==> config.mk <==
export PLATFORM = sky130hd
export DESIGN_NAME = gpr_push_seq
export DESIGN_NICKNAME = d
export VERILOG_FILES = /design/src/rtl/gps_pkg.sv /design/src/rtl/gps_ctrl.sv /design/src/rtl/gps_sp_track.sv /design/src/rtl/gps_lane_pack.sv /design/src/rtl/gpr_push_seq.sv
export SDC_FILE = /design/constraint.sdc
export NUM_CORES = 1
export LEC_CHECK = 0
export ABC_AREA = 1
export CAP_MARGIN = 20
export CORE_UTILIZATION = 25
export DETAILED_ROUTE_END_ITERATION = 16
export PLACE_DENSITY = 0.44
export SYNTH_ARGS = -nofsm -noshare
export SYNTH_HDL_FRONTEND = slang
export SYNTH_HIERARCHICAL = 1
export SYNTH_SLANG_ARGS = --single-unit
==> constraint.sdc <==
create_clock -name clk -period 6 [get_ports clk]
set_clock_uncertainty 0.15 [all_clocks]
set_input_delay 0.9 -clock clk [delete_from_list [all_inputs] [get_ports clk]]
set_output_delay 0.9 -clock clk [all_outputs]
set_load 0.005 [all_outputs]
==> src/rtl/gps_pkg.sv <==
package gps_pkg;
  typedef enum logic {
    ST_IDLE = 1'b0,
    ST_PUSH = 1'b1
  } gps_state_e;

  function automatic int unsigned gps_step(input logic wide, input int unsigned dw);
    return wide ? dw / 8 : dw / 16;
  endfunction
endpackage

==> src/rtl/gps_ctrl.sv <==
module gps_ctrl
  import gps_pkg::*;
#(
  parameter int unsigned NREGS  = 8,
  parameter int unsigned OPW    = 8,
  parameter logic [OPW-1:0] OPCODE = 8'h60,
  localparam int unsigned SW = (NREGS > 1) ? $clog2(NREGS) : 1
) (
  input  logic          clk,
  input  logic          rst_n,
  input  logic          start_i,
  input  logic [OPW-1:0] opcode_i,
  input  logic          long_mode_i,
  input  logic          hs_i,
  output logic          launch_o,
  output logic          refuse_o,
  output logic          busy_o,
  output logic          last_o,
  output logic [SW-1:0] slot_o,
  output logic          done_o,
  output logic          fault_o
);
  gps_state_e state_q;
  logic [SW-1:0] slot_q;
  logic done_q, fault_q;
  logic req_ok;

  assign req_ok   = (state_q == ST_IDLE) && start_i && (opcode_i == OPCODE);
  assign launch_o = req_ok && !long_mode_i;
  assign refuse_o = req_ok && long_mode_i;
  assign busy_o   = (state_q == ST_PUSH);
  assign last_o   = (slot_q == SW'(NREGS - 1));
  assign slot_o   = slot_q;
  assign done_o   = done_q;
  assign fault_o  = fault_q;

  always_ff @(posedge clk or negedge rst_n) begin
    if (!rst_n) begin
      state_q <= ST_IDLE;
      slot_q  <= '0;
      done_q  <= 1'b0;
      fault_q <= 1'b0;
    end else begin
      done_q  <= 1'b0;
      fault_q <= refuse_o;
      case (state_q)
        ST_IDLE: begin
          if (launch_o) begin
            state_q <= ST_PUSH;
            slot_q  <= '0;
          end
        end
        ST_PUSH: begin
          if (hs_i) begin
            if (last_o) begin
              state_q <= ST_IDLE;
              slot_q  <= '0;
              done_q  <= 1'b1;
            end else begin
              slot_q <= slot_q + SW'(1);
            end
          end
        end
        default: state_q <= ST_IDLE;
      endcase
    end
  end

  p_one_outcome_r8: assert property (@(posedge clk) disable iff (!rst_n)
    !(done_o && fault_o));
  p_fault_idle_r8: assert property (@(posedge clk) disable iff (!rst_n)
    fault_o |-> !busy_o);
  p_slot_hold_r6: assert property (@(posedge clk) disable iff (!rst_n)
    (busy_o && !hs_i) |=> (busy_o && $stable(slot_o)));
  p_no_restart_r9: assert property (@(posedge clk) disable iff (!rst_n)
    (busy_o && !(hs_i && last_o)) |=> (busy_o && !done_o));
endmodule

==> src/rtl/gps_sp_track.sv <==
module gps_sp_track
  import gps_pkg::*;
#(
  parameter int unsigned DW = 32
) (
  input  logic          clk,
  input  logic          rst_n,
  input  logic          launch_i,
  input  logic          refuse_i,
  input  logic          wide_i,
  input  logic [DW-1:0] sp_in_i,
  input  logic          hs_i,
  input  logic          last_i,
  output logic          wide_o,
  output logic [DW-1:0] addr_o,
  output logic [DW-1:0] sp_o
);
  logic [DW-1:0] cur_q, fin_q;
  logic          wide_q;
  logic [DW-1:0] step_new, step_run;

  assign step_new = DW'(gps_step(wide_i, DW));
  assign step_run = DW'(gps_step(wide_q, DW));

  always_ff @(posedge clk or negedge rst_n) begin
    if (!rst_n) begin
      cur_q  <= '0;
      fin_q  <= '0;
      wide_q <= 1'b0;
    end else begin
      if (launch_i) begin
        cur_q  <= sp_in_i - step_new;
        wide_q <= wide_i;
      end else if (hs_i) begin
        if (last_i) fin_q <= cur_q;
        else        cur_q <= cur_q - step_run;
      end
      if (refuse_i) fin_q <= sp_in_i;
    end
  end

  assign wide_o = wide_q;
  assign addr_o = cur_q;
  assign sp_o   = fin_q;
endmodule

==> src/rtl/gps_lane_pack.sv <==
module gps_lane_pack #(
  parameter int unsigned DW    = 32,
  parameter int unsigned NREGS = 8,
  localparam int unsigned SW = (NREGS > 1) ? $clog2(NREGS) : 1,
  localparam int unsigned NB = DW / 8,
  localparam int unsigned HB = DW / 16
) (
  input  logic                       clk,
  input  logic                       rst_n,
  input  logic                       launch_i,
  input  logic [NREGS-1:0][DW-1:0]   gpr_i,
  input  logic [SW-1:0]              slot_i,
  input  logic                       wide_i,
  input  logic                       valid_i,
  output logic [DW-1:0]              data_o,
  output logic [NB-1:0]              be_o
);
  logic [NREGS-1:0][DW-1:0] snap_q;
  logic [DW-1:0] pick;

  for (genvar g = 0; g < NREGS; g++) begin : g_snap
    always_ff @(posedge clk or negedge rst_n) begin
      if (!rst_n)        snap_q[g] <= '0;
      else if (launch_i) snap_q[g] <= gpr_i[g];
    end
  end

  assign pick = snap_q[slot_i];

  for (genvar b = 0; b < NB; b++) begin : g_lane
    if (b < HB) begin : g_low
      assign be_o[b] = 1'b1;
    end else begin : g_high
      assign be_o[b] = wide_i;
    end
    assign data_o[8*b +: 8] = be_o[b] ? pick[8*b +: 8] : 8'h00;
  end

  p_be_legal_r3: assert property (@(posedge clk) disable iff (!rst_n)
    valid_i |-> (be_o == {NB{1'b1}} || be_o == NB'((1 << HB) - 1)));
endmodule

==> src/rtl/gpr_push_seq.sv <==
module gpr_push_seq #(
  parameter int unsigned DW      = 32,
  parameter int unsigned NREGS   = 8,
  parameter int unsigned SP_SLOT = 4,
  parameter logic [7:0]  OPCODE  = 8'h60,
  localparam int unsigned SW = (NREGS > 1) ? $clog2(NREGS) : 1,
  localparam int unsigned NB = DW / 8
) (
  input  logic                     clk,
  input  logic                     rst_n,
  input  logic                     start_i,
  input  logic [7:0]               opcode_i,
  input  logic                     long_mode_i,
  input  logic                     opsz32_i,
  input  logic [NREGS-1:0][DW-1:0] gpr_i,
  output logic                     wr_valid_o,
  input  logic                     wr_ready_i,
  output logic [DW-1:0]            wr_addr_o,
  output logic [DW-1:0]            wr_data_o,
  output logic [NB-1:0]            wr_be_o,
  output logic                     busy_o,
  output logic                     done_o,
  output logic                     fault_o,
  output logic [DW-1:0]            sp_o
);
  logic launch, refuse, busy, last, hs, wide;
  logic [SW-1:0] slot;

  assign hs         = busy && wr_ready_i;
  assign wr_valid_o = busy;
  assign busy_o     = busy;

  gps_ctrl #(.NREGS(NREGS), .OPW(8), .OPCODE(OPCODE)) u_ctrl (
    .clk(clk), .rst_n(rst_n), .start_i(start_i), .opcode_i(opcode_i),
    .long_mode_i(long_mode_i), .hs_i(hs), .launch_o(launch), .refuse_o(refuse),
    .busy_o(busy), .last_o(last), .slot_o(slot), .done_o(done_o), .fault_o(fault_o)
  );

  gps_sp_track #(.DW(DW)) u_sp (
    .clk(clk), .rst_n(rst_n), .launch_i(launch), .refuse_i(refuse),
    .wide_i(opsz32_i), .sp_in_i(gpr_i[SP_SLOT]), .hs_i(hs), .last_i(last),
    .wide_o(wide), .addr_o(wr_addr_o), .sp_o(sp_o)
  );

  gps_lane_pack #(.DW(DW), .NREGS(NREGS)) u_pack (
    .clk(clk), .rst_n(rst_n), .launch_i(launch), .gpr_i(gpr_i), .slot_i(slot),
    .wide_i(wide), .valid_i(busy), .data_o(wr_data_o), .be_o(wr_be_o)
  );

  p_hold_stable_r6: assert property (@(posedge clk) disable iff (!rst_n)
    (wr_valid_o && !wr_ready_i) |=>
      (wr_valid_o && $stable(wr_addr_o) && $stable(wr_data_o) && $stable(wr_be_o)));
  p_addr_step_r4: assert property (@(posedge clk) disable iff (!rst_n)
    (wr_valid_o && wr_ready_i && wr_valid_o && !done_o) ##1 wr_valid_o |->
      (wr_addr_o == $past(wr_addr_o) - ($past(wr_be_o[NB-1]) ? DW'(DW/8) : DW'(DW/16))));
  p_done_after_write_r5: assert property (@(posedge clk) disable iff (!rst_n)
    done_o |-> ($past(wr_valid_o && wr_ready_i) && !wr_valid_o));
  p_fault_nowrite_r8: assert property (@(posedge clk) disable iff (!rst_n)
    fault_o |-> !wr_valid_o);
endmodule

==> key figures, run 1 <==
Yosys
  – Leading area contributor after synthesis: dfrtp_1
  – Top post-synthesis cells by area: dfrtp_1 47%, nand2_1 16%, o21ai_0 6.2%
  – Syn_area_per_cell: 7.715 sq um
  – Synth Area in Simple Gates: 25.45%
  – Yosys top cell area share: 47.20%
  – Post-synth EDFFs: 0
  – Async SR Flop Fraction: 100.0%
  – Post-synthesis cell type count: 41
  – Top-count cell post-synth: nand2_1
  – Post-Syn Instances: 2247
  – Largest family of logic cells by synthesized area: simple AND/OR/NAND/NOR gates
  – Post-synthesis mux area share: 4.287%
  – Seq cells post-synth: 327
  – Register area share after synthesis: 47.20%
  – Synth Area in Compound Gates: 11.84%
  – Yosys warns: 6
  – Top_reg_cell synth: dfrtp_1
  – Post-synthesis adder-cell area fraction: 0.6640%
  – Mapped Area: 0.01734 sq mm
  – Post-synthesis xor/xnor area fraction: 0.8083%
  – Synth cell count leaders: 719 x nand2_1, 327 x dfrtp_1, 250 x inv_1, 214 x o21ai_0, 175 x nor2_1

Layout
  – Area grow syn2layout: 34.30%
  – Final instance area: 0.02328 sq mm
  – Layout cells sized above 1: 7.886%
  – Core Util, Final: 33.95%
  – Nets: 2832

Floorplanning
  – Initial core utilization: 25.28%
  – Die Height: 265.3 um
  – Die width: 265.3 um
  – # rows: 96
  – Die area: 0.07040 sq mm
  – Core ar.: 0.06859 sq mm
  – Total I/O pin count: 374

Power
  – Power per Cell Area: 262.3 mW/mm^2
  – Leakage: 10.59 nW
  – Total Power: 6.106 mW
  – Internal: 4.516 mW
  – Combinational share of power: 13.6%
  – Switch share: 26.05%
  – Power share of the clock group: 46.4%
  – Reg power frac: 40.0%
  – NetSw: 1.591 mW
  – Worst vdd ir: 0.0001650 V

Setup path
  – Setup Crit Path Kind: flop to primary output
  – Setup crit end kind: primary output
  – Critical path peak fanout: 54
  – Worst setup SP type: flop
  – Critical-path cell list: inv_2 -> buf_4 -> nand2_1 -> nand3_1 -> nand3_1 -> nand2_1 -> nor2_1 -> clkdlybuf4s50_1
  – Worst Path Arrival: 3.57 ns
  – Slowest stage cell, crit path: dfrtp_4
  – Slowest stage delay, CP: 0.86 ns
  – CP Data Required Time: 4.95 ns

Clock network
  – CTS Hold Buffers Added: 0
  – CTS clk-pin slew, worst paths: 0.06 ns
  – Root buffer cell: clkbuf_16
  – Later-pin clock latency in the skew report: 0.56 ns
  – Htree depth: 2
  – CTS resizes: 0
  – Post-CTS Setup Bufs: 0
  – CTS tree: done
  – Num CTS Buffers: 44
  – Sink Count: 327
  – Longest Clk Path Bufs: 3

Route
  – Remaining antenna violation count: 0
  – Detailed Routing Iterations Pass 1: 8
  – Post-Route WL: 66.15 mm
  – DRC: 0
  – Vias: 15980
  – DR vias/cell: 4.541
  – Drt initial violations: 1276
  – WL/cell: 18.79 um

Global route
  – First-pass GRT wire length: 100.5 mm
  – Global-route usage over all layers: 18.65%
  – Largest net degree at the start of global routing: 144
  – Number of global-route vias before repair: 16260
  – Initial antenna violation count: 7
  – GRT Residual Overflow: 0

Flow run
  – Max Cap Violations: 0

STA
  – TNS Setup: 0 ns
  – Worst slew margin: 30.96%
  – Post-layout min period: 4.622 ns
  – Setup slack after layout: 1.378 ns
  – Final setup viols: 0
  – Worst slew pin tran: 1.034 ns
  – Crit share post-route: 77.04%
  – Peak Freq: 216.3 MHz
  – Hold violation count in the final report: 0
  – Slew Limit Fails: 0
  – Setup repair after global routing missed its margin: false

Min path
  – Worst min path class: input port to async pin

Place
  – DP Worst Slack: 1.609 ns
  – GPL Wtd Cong: 0.8545
  – Buffers on Ports: 371
  – DP Wirelength: 47.03 mm
  – Placement-stage cell area: 0.02170 sq mm

Run status
  – Status: complete, no violations
## final timing paths
check                                       from                  to  slack [ns]  depth (start not counted)
max in group asynchronous                  rst_n  u_pack/snap_q[189]        4.24                          2
worst max register to register     u_ctrl/busy_o      u_sp/addr_o[9]        2.67                         10
min in group clk                u_pack/snap_q[8]    u_pack/snap_q[8]        0.35                          1
worst max-delay path            u_ctrl/slot_o[0]       wr_data_o[24]        1.38                          8
worst min register to register  u_pack/snap_q[8]    u_pack/snap_q[8]        0.35                          1
worst min-delay path                       rst_n  u_pack/snap_q[110]        0.17                          1
## per-layer routing
metal,GRT usage (%),vias to the layer above,part of all wire (%)
li1,-,7746,-
met1,25.75,7642,47
met2,29.55,498,45
met3,3.814,91,5.9
met4,4.874,6,2.1
met5,0,-,0.077
## logic make-up (layout without fill, tap and decap cells)
| kind of cell | after synthesis | count (layout) |
|---|---|---|
| muxes | 64 | 64 |
| AOI/OAI and AO/OA | 370 | 370 |
| DFF | 327 | 327 |
| other | 1 | 4 |
| buffers and inverters | 384 | 723 |
| xor gates and xnor gates | 16 | 16 |
| adders and majority gates | 8 | 8 |
| and+or+nand+nor | 1077 | 1077 |
## worst max-delay path: cells and delay by family (launching register included)
family	cells	cell delay, ns
buf+inv	3	1.43
flops	1	0.86
simple gates	5	0.63
## cells in the final DEF (no fill, tap or decap), types with 11 or more instances in the layout
master / instances
xor2_1: 11
clkdlybuf4s50_1: 370
clkbuf_16: 46
nand2_1: 719
inv_1: 250
nor2_2: 12
clkinv_2: 14
a31oi_1: 32
nor2_1: 174
nand3_1: 133
o21ai_0: 214
mux2_2: 58
a21oi_1: 29
dfrtp_1: 324
nand2_2: 13
o211ai_1: 52
o21ai_1: 34
## registers in the layout, indices dropped and copies added, names as in the netlist
signal          flops
u_pack/snap_q     256
u_sp/addr_o        32
u_sp/sp_o          32
u_ctrl/slot_o       3
u_ctrl/busy_o       1
u_ctrl/done_o       1
u_ctrl/fault_o      1
u_sp/wide_o         1
## power by group through the flow
stage               Clock, mW  Sequential [mW]  Combinational [mW]
finish                   2.83             2.44               0.831
global route             3.02             2.46               0.925
CTS                      2.93             2.44               0.843
detailed placement          0             2.48               0.836
global placement            0             2.48               0.827
floorplan                   0             2.44               0.337
## area by class of cell
class / instances / area (sq um)
fillers: 7250 / 45300
flip-flops and latches: 327 / 8192
multi-input cells: 1537 / 7473
repair buffers: 386 / 3914
clock buffers: 55 / 1225
well taps: 931 / 1165
inverters: 258 / 975.9
clock inverters: 24 / 334.1
diodes: 2 / 5.005
## metrics by stage
stage,hold slack [ns],cells
4_1_cts,0.1845,3517
5_1_grt,0.1909,3520
2_1_floorplan,0.3242,2248
3_3_place_gp,0.3354,3436
6_report,0.1750,3520
3_5_place_dp,0.3384,3438
No activity file was read; power rests on OpenSTA's default activity.
==> inputs of run 2 (changes only) <==
==> constraint.sdc (replaced) <==
create_clock -name clk -period 4.8 [get_ports clk]
set_clock_uncertainty 0.15 [all_clocks]
set_input_delay 0.72 -clock clk [delete_from_list [all_inputs] [get_ports clk]]
set_output_delay 0.72 -clock clk [all_outputs]
set_load 0.005 [all_outputs]
==> run 2 against run 1 <==
  * Global-route usage shrank 0.071 points
  * Register-to-register slack lost 0.98 ns
  * First-iteration DRC count shrank 2.3%
  * Power grew 21%
  * Largest power group unchanged
  * Combinational power grew 25%
  * Final cell count shrank 0.11%
  * Routed wire length grew 0.25%
  * Count of clock-buffer cells in the layout grew 6
  * Highest routed layer unchanged
==> key figures, run 2 (same netlist as run 1, synthesis figures left out) <==
Run status
  – Status: complete, no violations

Layout
  – Area grow syn2layout: 33.51%
  – Most flops, register: u_pack/snap_q
  – Final cell count without fillers: 3516
  – Core Util, Final: 33.75%
  – Final instance area: 0.02315 sq mm
  – Commonest non-fill, non-tap cell in the layout: nand2_1
  – Commonest non-fill, non-tap cells in the layout: 719 x nand2_1, 370 x clkdlybuf4s50_1, 324 x dfrtp_1
  – Max reg flops: 256
  – Nets: 2831
  – Layout cells sized above 1: 7.701%

Power
  – Worst vdd ir: 0.0002327 V
  – Leakage: 10.52 nW
  – Power share of the clock group: 44.5%
  – NetSw: 1.937 mW
  – Combinational share of power: 14.1%
  – Total Power: 7.371 mW
  – Internal: 5.434 mW
  – Switch share: 26.28%
  – Reg power frac: 41.4%
  – Power per Cell Area: 318.5 mW/mm^2

Place
  – DP Cell Count: 3440
  – DP Worst Slack: 1.206 ns
  – Placement-stage cell area: 0.02171 sq mm
  – GPL Wtd Cong: 0.8640
  – DP Wirelength: 47.99 mm
  – Buffers on Ports: 371

Flow run
  – Max Cap Violations: 0

Clock network
  – CTS tree: done
  – Post-CTS Setup Bufs: 0
  – Root buffer cell: clkbuf_16
  – Longest Clk Path Bufs: 3
  – CTS resizes: 0
  – Later-pin clock latency in the skew report: 0.56 ns
  – Num CTS Buffers: 42
  – CTS Hold Buffers Added: 0
  – Sink Count: 327
  – Htree depth: 2
  – CTS clk-pin slew, worst paths: 0.05 ns

STA
  – Setup repair after global routing missed its margin: false
  – Hold violation count in the final report: 0
  – TNS Setup: 0 ns
  – Slew Limit Fails: 0
  – Hold_ws: 0.07344 ns
  – Setup slack after layout: 0.7159 ns
  – Post-layout min period: 4.084 ns
  – Peak Freq: 244.9 MHz
  – Worst slew margin: 24.73%
  – Worst slew pin tran: 1.129 ns
  – Crit share post-route: 85.09%
  – Final setup viols: 0

Floorplanning
  – Die width: 265.3 um
  – Die area: 0.07040 sq mm
  – Initial core utilization: 25.28%
  – Core ar.: 0.06859 sq mm
  – Die Height: 265.3 um
  – # rows: 96
  – Total I/O pin count: 374

Setup path
  – Slowest stage cell, crit path: dfrtp_4
  – Setup Crit Path Kind: flop to primary output
  – Most used cell, CP: nand2_1
  – Slowest stage delay, CP: 0.66 ns
  – CP Data Required Time: 3.93 ns
  – Worst Path Arrival: 3.21 ns
  – Worst setup SP type: flop
  – Critical path peak fanout: 36
  – Critical-path cell list: inv_2 -> buf_4 -> o211ai_1 -> nand2_1 -> nand2_1 -> nand2_1 -> clkdlybuf4s50_1
  – Setup crit end kind: primary output

Global route
  – Met2 Use GR: 29.63%
  – Initial antenna violation count: 5
  – GRT Residual Overflow: 0
  – Met3 usage: 3.629%
  – Global-route usage over all layers: 18.58%
  – First-pass GRT wire length: 99.35 mm
  – Largest net degree at the start of global routing: 252
  – Number of global-route vias before repair: 15870
  – Met1 Resource Use GR: 25.78%
  – Layer with the highest usage: met2

Route
  – Vias: 15810
  – Drt initial violations: 1247
  – DR vias/cell: 4.497
  – WL/cell: 18.86 um
  – DRC: 0
  – Detailed Routing Iterations Pass 1: 5
  – Post-Route WL: 66.32 mm
  – Remaining antenna violation count: 0

Min path
  – Worst min path class: input port to async pin
## run 2: area by class of cell
type	instances	area [sq um]
repair buffers	387	3901
multi-input cells	1537	7473
flip-flops and latches	327	8192
inverters	258	975.9
clock buffers	61	1254
fillers	7300	45440
diodes	1	2.502
well taps	931	1165
clock inverters	14	182.7
## run 2: final timing paths
kind,startpoint,end,slack (ns),cells past startpoint
min in group clk,u_pack/snap_q[7],u_pack/snap_q[7],0.35,1
max in group asynchronous,rst_n,u_ctrl/slot_o[1],3.31,2
setup reg to reg,u_ctrl/slot_o[0],u_sp/addr_o[9],1.69,9
hold reg to reg,u_pack/snap_q[7],u_pack/snap_q[7],0.35,1
hold / removal,rst_n,u_pack/snap_q[110],0.07,1
setup / recovery,u_ctrl/slot_o[1],wr_data_o[0],0.72,7
## run 2: per-layer routing
metal / share of wire (%) / vias up / wire length (um)
met5: 0.039 / - / 26
met4: 1.8 / 4 / 1164
met3: 5.5 / 64 / 3661
met2: 46 / 423 / 30310
met1: 47 / 7587 / 31160
li1: - / 7732 / -
## run 2: worst max-delay path: cells and delay by family (launching register included)
family	cells	cell delay [ns]
AOI/OAI and AO/OA	1	0.12
buffers and inverters	3	1.42
and+or+nand+nor	3	0.39
DFF	1	0.66
## run 2: power by group through the flow
stage | Combinational, mW | Clock (mW) | Sequential, mW
3_5_place_dp | 1.05 | 0 | 3.10
5_1_grt | 1.16 | 3.51 | 3.07
2_1_floorplan | 0.421 | 0 | 3.05
3_3_place_gp | 1.04 | 0 | 3.10
6_report | 1.04 | 3.28 | 3.05
4_1_cts | 1.05 | 3.41 | 3.05
